==> config.mk <==
export PLATFORM = sky130hd
export DESIGN_NAME = scroll_addr_unit
export DESIGN_NICKNAME = d
export VERILOG_FILES = /design/src/rtl/scroll_addr_pkg.sv /design/src/rtl/scroll_op_arbiter.sv /design/src/rtl/scroll_t_merge.sv /design/src/rtl/scroll_v_step.sv /design/src/rtl/scroll_addr_unit.sv
export SDC_FILE = /design/constraint.sdc
export NUM_CORES = 1
export LEC_CHECK = 0
export BUFFER_PORTS_ARGS = -buffer_cell sky130_fd_sc_hd__buf_4
export CAP_MARGIN = 5
export CORE_MARGIN = 8
export CORE_UTILIZATION = 40
export CTS_BUF_LIST = sky130_fd_sc_hd__clkbuf_4 sky130_fd_sc_hd__clkbuf_8
export CTS_CLUSTER_SIZE = 14
export DETAILED_ROUTE_END_ITERATION = 8
export GPL_TIMING_DRIVEN = 0
export PLACE_DENSITY_LB_ADDON = 0.1
export SYNTH_ARGS = -nofsm -noshare
export SYNTH_HDL_FRONTEND = slang
export SYNTH_SLANG_ARGS = --single-unit
==> constraint.sdc <==
create_clock -name clk -period 2.6 [get_ports clk]
set_input_delay 0.52 -clock clk [delete_from_list [all_inputs] [get_ports clk]]
set_output_delay 0.52 -clock clk [all_outputs]
set_load 0.02 [all_outputs]
==> src/rtl/scroll_addr_pkg.sv <==
// Package: shared widths, field positions and the action code used by the
// scroll/address unit. Assumes the fixed 15-bit tile address layout.
package scroll_addr_pkg;
    localparam int ADDR_W   = 15;
    localparam int DATA_W   = 8;
    localparam int FINE_W   = 3;
    localparam int CX_LSB   = 0;
    localparam int CX_W     = 5;
    localparam int CY_LSB   = 5;
    localparam int CY_W     = 5;
    localparam int NT_H_BIT = 10;
    localparam int NT_V_BIT = 11;
    localparam int FY_LSB   = 12;
    localparam int FY_W     = 3;
    localparam int LIN_W    = 14;
    localparam int CY_SWAP  = 29;
    localparam int CY_LAST  = (1 << CY_W) - 1;
    localparam int CX_LAST  = (1 << CX_W) - 1;
    localparam int FY_LAST  = (1 << FY_W) - 1;
    localparam logic [ADDR_W-1:0] H_MASK = 15'h041F;
    localparam logic [ADDR_W-1:0] V_MASK = 15'h7BE0;

    typedef enum logic [3:0] {
        OP_NONE,
        OP_CTRL,
        OP_SCROLL,
        OP_ADDR,
        OP_STATUS,
        OP_DATA_LIN,
        OP_DATA_REND,
        OP_STEP_COL,
        OP_STEP_ROW,
        OP_COPY_H,
        OP_COPY_V
    } scroll_op_e;
endpackage

==> src/rtl/scroll_op_arbiter.sv <==
// Picks the single action taken this cycle from all request strobes using a
// fixed priority. Assumes strobes are single-cycle and synchronous to clk.
module scroll_op_arbiter
    import scroll_addr_pkg::*;
(
    input  logic       ctrl_we,
    input  logic       scroll_we,
    input  logic       addr_we,
    input  logic       status_rd,
    input  logic       data_acc,
    input  logic       rendering,
    input  logic       step_col,
    input  logic       step_row,
    input  logic       copy_h,
    input  logic       copy_v,
    output scroll_op_e op
);
    // Priority chain: CPU writes, status, data access, then rendering strobes.
    always_comb begin
        if (ctrl_we)        op = OP_CTRL;
        else if (scroll_we) op = OP_SCROLL;
        else if (addr_we)   op = OP_ADDR;
        else if (status_rd) op = OP_STATUS;
        else if (data_acc)  op = rendering ? OP_DATA_REND : OP_DATA_LIN;
        else if (step_col)  op = OP_STEP_COL;
        else if (step_row)  op = OP_STEP_ROW;
        else if (copy_h)    op = OP_COPY_H;
        else if (copy_v)    op = OP_COPY_V;
        else                op = OP_NONE;
    end
endmodule

==> src/rtl/scroll_t_merge.sv <==
// Computes the next staged address, fine offset and toggle for CPU-side
// actions. Assumes op is already arbitrated; asserts load_v on the second
// address byte so the top copies the new staged value into the working one.
module scroll_t_merge
    import scroll_addr_pkg::*;
(
    input  scroll_op_e         op,
    input  logic [DATA_W-1:0]  wdata,
    input  logic [ADDR_W-1:0]  t_cur,
    input  logic [FINE_W-1:0]  fx_cur,
    input  logic               w_cur,
    output logic [ADDR_W-1:0]  t_nxt,
    output logic [FINE_W-1:0]  fx_nxt,
    output logic               w_nxt,
    output logic               load_v
);
    // Field merge for control, scroll and address writes; status clears toggle.
    always_comb begin
        t_nxt  = t_cur;
        fx_nxt = fx_cur;
        w_nxt  = w_cur;
        load_v = 1'b0;
        case (op)
            OP_CTRL: begin
                t_nxt[NT_V_BIT:NT_H_BIT] = wdata[1:0];
            end
            OP_SCROLL: begin
                if (!w_cur) begin
                    t_nxt[CX_LSB +: CX_W] = wdata[DATA_W-1 -: CX_W];
                    fx_nxt                = wdata[FINE_W-1:0];
                    w_nxt                 = 1'b1;
                end else begin
                    t_nxt[FY_LSB +: FY_W] = wdata[FY_W-1:0];
                    t_nxt[CY_LSB +: CY_W] = wdata[DATA_W-1 -: CY_W];
                    w_nxt                 = 1'b0;
                end
            end
            OP_ADDR: begin
                if (!w_cur) begin
                    t_nxt[ADDR_W-2:DATA_W] = wdata[ADDR_W-2-DATA_W:0];
                    t_nxt[ADDR_W-1]        = 1'b0;
                    w_nxt                  = 1'b1;
                end else begin
                    t_nxt[DATA_W-1:0] = wdata;
                    w_nxt             = 1'b0;
                    load_v            = 1'b1;
                end
            end
            OP_STATUS: begin
                w_nxt = 1'b0;
            end
            default: ;
        endcase
    end
endmodule

==> src/rtl/scroll_v_step.sv <==
// Computes the next working address for data accesses and rendering strobes:
// linear +1/+32 step, tile-grid column/row steps and staged-field copies.
// Assumes op is already arbitrated; CPU write actions leave v unchanged here.
module scroll_v_step
    import scroll_addr_pkg::*;
(
    input  scroll_op_e         op,
    input  logic [ADDR_W-1:0]  v_cur,
    input  logic [ADDR_W-1:0]  t_cur,
    input  logic               step32,
    output logic [ADDR_W-1:0]  v_nxt
);
    // Column step: advance coarse column, wrap into the other horizontal table.
    function automatic logic [ADDR_W-1:0] col_step(input logic [ADDR_W-1:0] a);
        logic [ADDR_W-1:0] r;
        r = a;
        if (a[CX_LSB +: CX_W] == CX_W'(CX_LAST)) begin
            r[CX_LSB +: CX_W] = '0;
            r[NT_H_BIT]       = ~a[NT_H_BIT];
        end else begin
            r[CX_LSB +: CX_W] = a[CX_LSB +: CX_W] + 1'b1;
        end
        return r;
    endfunction

    // Row step: fine row first, then coarse row with the 29/31 wrap rules.
    function automatic logic [ADDR_W-1:0] row_step(input logic [ADDR_W-1:0] a);
        logic [ADDR_W-1:0] r;
        r = a;
        if (a[FY_LSB +: FY_W] != FY_W'(FY_LAST)) begin
            r[FY_LSB +: FY_W] = a[FY_LSB +: FY_W] + 1'b1;
        end else begin
            r[FY_LSB +: FY_W] = '0;
            if (a[CY_LSB +: CY_W] == CY_W'(CY_SWAP)) begin
                r[CY_LSB +: CY_W] = '0;
                r[NT_V_BIT]       = ~a[NT_V_BIT];
            end else if (a[CY_LSB +: CY_W] == CY_W'(CY_LAST)) begin
                r[CY_LSB +: CY_W] = '0;
            end else begin
                r[CY_LSB +: CY_W] = a[CY_LSB +: CY_W] + 1'b1;
            end
        end
        return r;
    endfunction

    logic [ADDR_W-1:0] lin_sum;

    // Linear data-port step, truncated to the 14-bit memory range.
    always_comb begin
        lin_sum = v_cur + (step32 ? ADDR_W'(32) : ADDR_W'(1));
        lin_sum[ADDR_W-1:LIN_W] = '0;
    end

    // Select the working-address update for the arbitrated action.
    always_comb begin
        case (op)
            OP_DATA_LIN:  v_nxt = lin_sum;
            OP_DATA_REND: v_nxt = row_step(col_step(v_cur));
            OP_STEP_COL:  v_nxt = col_step(v_cur);
            OP_STEP_ROW:  v_nxt = row_step(v_cur);
            OP_COPY_H:    v_nxt = (v_cur & ~H_MASK) | (t_cur & H_MASK);
            OP_COPY_V:    v_nxt = (v_cur & ~V_MASK) | (t_cur & V_MASK);
            default:      v_nxt = v_cur;
        endcase
    end
endmodule

==> src/rtl/scroll_addr_unit.sv <==
// Top of the scroll/address register unit. Holds working address, staged
// address, fine offset, toggle and step-size bit; one action per cycle.
// Assumes a synchronous active-low reset and single-cycle request strobes.
module scroll_addr_unit
    import scroll_addr_pkg::*;
(
    input  logic               clk,
    input  logic               rst_n,
    input  logic               cpu_ctrl_we,
    input  logic               cpu_scroll_we,
    input  logic               cpu_addr_we,
    input  logic [DATA_W-1:0]  cpu_wdata,
    input  logic               cpu_status_rd,
    input  logic               cpu_data_acc,
    input  logic               rendering,
    input  logic               rnd_step_col,
    input  logic               rnd_step_row,
    input  logic               rnd_copy_h,
    input  logic               rnd_copy_v,
    output logic [ADDR_W-1:0]  vaddr,
    output logic [ADDR_W-1:0]  taddr,
    output logic [FINE_W-1:0]  fine_x,
    output logic               wtoggle,
    output logic               v_loaded
);
    scroll_op_e        op;
    logic              step32;
    logic [ADDR_W-1:0] t_nxt;
    logic [FINE_W-1:0] fx_nxt;
    logic              w_nxt;
    logic              load_v;
    logic [ADDR_W-1:0] v_step_nxt;

    scroll_op_arbiter u_arb (
        .ctrl_we   (cpu_ctrl_we),
        .scroll_we (cpu_scroll_we),
        .addr_we   (cpu_addr_we),
        .status_rd (cpu_status_rd),
        .data_acc  (cpu_data_acc),
        .rendering (rendering),
        .step_col  (rnd_step_col),
        .step_row  (rnd_step_row),
        .copy_h    (rnd_copy_h),
        .copy_v    (rnd_copy_v),
        .op        (op)
    );

    scroll_t_merge u_tm (
        .op     (op),
        .wdata  (cpu_wdata),
        .t_cur  (taddr),
        .fx_cur (fine_x),
        .w_cur  (wtoggle),
        .t_nxt  (t_nxt),
        .fx_nxt (fx_nxt),
        .w_nxt  (w_nxt),
        .load_v (load_v)
    );

    scroll_v_step u_vs (
        .op     (op),
        .v_cur  (vaddr),
        .t_cur  (taddr),
        .step32 (step32),
        .v_nxt  (v_step_nxt)
    );

    // State registers: reset clears all, otherwise take the arbitrated update.
    always_ff @(posedge clk) begin
        if (!rst_n) begin
            vaddr    <= '0;
            taddr    <= '0;
            fine_x   <= '0;
            wtoggle  <= 1'b0;
            v_loaded <= 1'b0;
            step32   <= 1'b0;
        end else begin
            taddr    <= t_nxt;
            fine_x   <= fx_nxt;
            wtoggle  <= w_nxt;
            v_loaded <= load_v;
            vaddr    <= load_v ? t_nxt : v_step_nxt;
            if (op == OP_CTRL) step32 <= cpu_wdata[2];
        end
    end


    ctrl_merge_chk: assert property (@(posedge clk) disable iff (!rst_n)
        (op == OP_CTRL) |=> (taddr[11:10] == $past(cpu_wdata[1:0]))
                          && (taddr[9:0] == $past(taddr[9:0]))
                          && (taddr[14:12] == $past(taddr[14:12])));


    scroll_first_chk: assert property (@(posedge clk) disable iff (!rst_n)
        (op == OP_SCROLL && !wtoggle) |=> wtoggle && (fine_x == $past(cpu_wdata[2:0])));


    addr_first_chk: assert property (@(posedge clk) disable iff (!rst_n)
        (op == OP_ADDR && !wtoggle) |=> wtoggle && !taddr[14]);


    load_match_chk: assert property (@(posedge clk) disable iff (!rst_n)
        v_loaded |-> (vaddr == taddr) && !wtoggle);


    load_pulse_chk: assert property (@(posedge clk) disable iff (!rst_n)
        v_loaded |=> !v_loaded || $past(op == OP_ADDR));


    status_clear_chk: assert property (@(posedge clk) disable iff (!rst_n)
        (op == OP_STATUS) |=> !wtoggle && $stable(vaddr) && $stable(taddr));


    lin_range_chk: assert property (@(posedge clk) disable iff (!rst_n)
        (op == OP_DATA_LIN) |=> !vaddr[14]);


    col_wrap_chk: assert property (@(posedge clk) disable iff (!rst_n)
        (op == OP_STEP_COL && vaddr[4:0] == 5'd31)
            |=> (vaddr[4:0] == 5'd0) && (vaddr[10] != $past(vaddr[10])));


    cpu_first_chk: assert property (@(posedge clk) disable iff (!rst_n)
        (cpu_ctrl_we || cpu_scroll_we || cpu_addr_we) && !(cpu_addr_we && !cpu_ctrl_we && !cpu_scroll_we && wtoggle)
            |=> $stable(vaddr));
endmodule

==> key figures <==
Worst setup path
  • Worst Setup Start Kind: primary input
  • Kind of end point of the critical path: flip-flop
  • Arrival time reported for the critical path endpoint: 2690 ps
  • Critical Path RT: 2770 ps
  • Classification of the worst setup path: in -> reg
  • Startpoint of the most critical register-to-register path: vaddr[7]
  • Crit-path max FO: 10
  • Register-to-register setup slack: 210 ps
  • Startpoint of the worst setup timing path: cpu_data_acc

Die
  • I/O Pins: 55
  • Die Width: 98.6 um
  • Vertical die dimension: 98.6 um
  • Number of rows in the core area: 30
  • Die outline area: 9730 sq um
  • CORE AREA: 6720 sq um
  • Initial core utilization: 40.7%

Logic synthesis
  • Number of distinct library cells after synthesis: 67
  • Net count of the mapped netlist: 387
  • Count of state elements after synthesis: 36
  • Number of flops mapped to enable cells by yosys: 0
  • Synthesized area: 2730 sq um
  • Yosys synthesis warning count: 0
  • Average cell area after synthesis: 7.65 sq um
  • Mapped Cells: 357
  • Post-synth top flop: dfxtp_1
  • Ys async rst share: 0%
  • Sequential-to-total area share from yosys stat: 26.4%

Clocking
  • Hold-fix buffers at CTS: 0
  • Root buffer selected by CTS: clkbuf_8
  • Buffer levels on the longest clock path: 2
  • TritonCTS clock tree: yes
  • CTS sink count: 36
  • Clock input transition at the sequential cells of the worst setup and hold paths: 90 ps
  • Number of buffers added by the clock tree synthesis step: 5
  • Worst skew pair latency: 300 ps
  • Level count of the clock H-tree: 2

Final layout
  • Fill count: 655
  • Share of post-route cells with drive strength above 1: 22.4%
  • Number of antenna cells inserted: 0
  • Area used by sequential logic in the layout: 722 sq um
  • Area overhead of the layout relative to synthesis: 25.3%
  • Number of cells in the finished layout apart from fillers: 499
  • Commonest non-fill, non-tap cell in the layout: buf_4
  • Post-layout nets: 448
  • Top library cells by usage in the layout, fill and taps aside: buf_4 (58), nand2_1 (39), dfxtp_1 (35)
  • Area of the multi-input gates: 1920 sq um

STA
  • Final period utilization: 97.1%
  • Final setup violation count: 0
  • Slew at the pin with the worst max-slew slack: 629 ps
  • Fmax: 396 MHz
  • Tmin final: 2520 ps
  • Post-Route Skew: 9.05 ps
  • Final number of hold-violating endpoints: 0
  • Final max-slew violation count: 0
  • Worst hold margin: 491 ps
  • Unrepaired setup endpoints after global routing: no
  • Max transition margin: 57.6%
  • Final setup TNS: 0 ps

Power and ir drop
  • Cell leakage power: 1.35 nW
  • PD cells: 437 nW/um^2
  • Fraction of power consumed by sequential logic: 41.5%
  • Clock network power share: 35.5%
  • Combinational share of power: 23.0%
  • P_sw: 493 uW
  • Largest voltage drop on the vdd net: 0.303 mV
  • Cell-internal power: 1.00 mW
  • Share of total power consumed by net switching: 32.9%

Routing
  • TritonRoute pass-1 iters: 5
  • Number of remaining DRC errors: 0
  • Wirelength, routed: 9870 um
  • Ratio of routed vias to standard cells: 6.40
  • Routed wire per std cell: 19.8 um
  • Post-detailed-route count of antenna-violating nets: 0
  • Total number of vias: 3,196
  • Iteration-0 DRC count of the detailed router: 302

Global routing
  • Number of global-route vias before repair: 3,065
  • Residual overflow from global routing: 0
  • Pin count of the biggest net entering global routing: 14
  • Global-route wire length before repair: 16,100 um
  • Number of antenna violations at the first check in global routing: 0
  • Overall track demand over capacity in global routing: 20.4%

Worst hold path
  • Path category of the worst min-delay check: reg -> reg
  • Origin of the worst min-delay path: fine_x[0]

Placement
  • Detailed Place HPWL: 7410 um
  • # port buffers: 52
  • DP Cell Count: 489
  • Weighted congestion reported at the end of routability-driven placement: 0.929

Status
  • Result of the run: finished clean

Flow run
  • Number of violations of the max-capacitance limit: 0
worst paths after layout:
| kind | endpoint | depth (start not counted) |
|---|---|---|
| max | vaddr[7] | 10 |
| min | fine_x[0] | 2 |
| max reg2reg | vaddr[13] | 7 |
| min reg2reg | fine_x[0] | 2 |
cells in the mapped netlist, drive strengths merged, types with 8 or more instances:
| cell | instances | area share (%) |
|---|---|---|
| buf | 10 | 2.3 |
| a21oi | 30 | 5.5 |
| nand2 | 39 | 5.4 |
| o22ai | 8 | 1.8 |
| nand3 | 16 | 2.9 |
| nor2 | 24 | 3.3 |
| o221ai | 9 | 2.9 |
| inv | 8 | 1.1 |
| clkbuf | 15 | 2.1 |
| dfxtp | 36 | 26 |
| ha | 10 | 4.6 |
| o21ai | 32 | 5.9 |
per-layer routing:
| layer | routed length, um | global-route usage (%) | vias up |
|---|---|---|---|
| met2 | 4520 | 34.0 | 162 |
| met4 | 259 | 6.14 | 0 |
| met1 | 4290 | 26.0 | 1488 |
| met5 | 0 | 0 | - |
| met3 | 802 | 3.66 | 28 |
| li1 | - | - | 1518 |
area by class of cell:
type / count / area share, %
Multi-Input combinational cell: 287 / 56.0
Sequential cell: 36 / 21.1
Timing Repair Buffer: 55 / 12.1
Buffer: 24 / 3.58
Tap cell: 80 / 2.92
Clock buffer: 5 / 2.01
Clock inverter: 3 / 1.35
Inverter: 9 / 0.987
cell families (layout without fill, tap and decap cells):
kind of cell,after synthesis,count (layout),share of synthesized area (%)
AO/OA/AOI/OAI,149,149,39.0
XOR/XNOR,4,4,1.28
adder cells (fa/ha/maj),10,10,4.58
buffers and inverters,34,96,5.63
flip-flops,36,36,26.4
multiplexers,2,2,0.779
AND/OR/NAND/NOR,122,122,22.3
worst max-delay path, stage by stage:
cell and delay [ps]:
buf_4 130, or2_1 200, buf_2 160, o21ai_2 320, a21oi_2 190, and4_1 240
buf_6 140, a221o_1 280, a221oi_1 320, o221ai_1 190
what timing repair did:
action,in CTS,in global routing
setup buffers,1,2
gates resized for setup,6,11
setup endpoints to repair,17,23
gates cloned,0,0
pin swaps,1,1
stage by stage:
| stage | util [%] | setup WS [ps] | cell area (sq um) | total power [mW] |
|---|---|---|---|---|
| 2_1_floorplan | - | 54.8 | 2730 | 0.819 |
| 3_3_place_gp | 48.0 | -549 | 3220 | 0.960 |
| 3_5_place_dp | 48.0 | -641 | 3220 | 0.961 |
| 4_1_cts | 50.1 | -13.4 | 3370 | 1.49 |
| 5_1_grt | 50.9 | 4.73 | 3420 | 1.56 |
| 6_report | 50.9 | 75.9 | 3420 | 1.50 |
power by group through the flow:
| stage | logic [mW] | registers (mW) | clock network [mW] |
|---|---|---|---|
| 2_1_floorplan | 0.169 | 0.651 | 0 |
| 3_3_place_gp | 0.327 | 0.632 | 0 |
| 3_5_place_dp | 0.329 | 0.632 | 0 |
| 4_1_cts | 0.333 | 0.619 | 0.539 |
| 5_1_grt | 0.372 | 0.626 | 0.558 |
| 6_report | 0.345 | 0.621 | 0.531 |
flip-flops by register name, summed over array words and instances (netlist names):
register,count
step32,1
vaddr,15
fine_x,3
taddr,15
v_loaded,1
wtoggle,1
(Power assumes the default switching activity.)
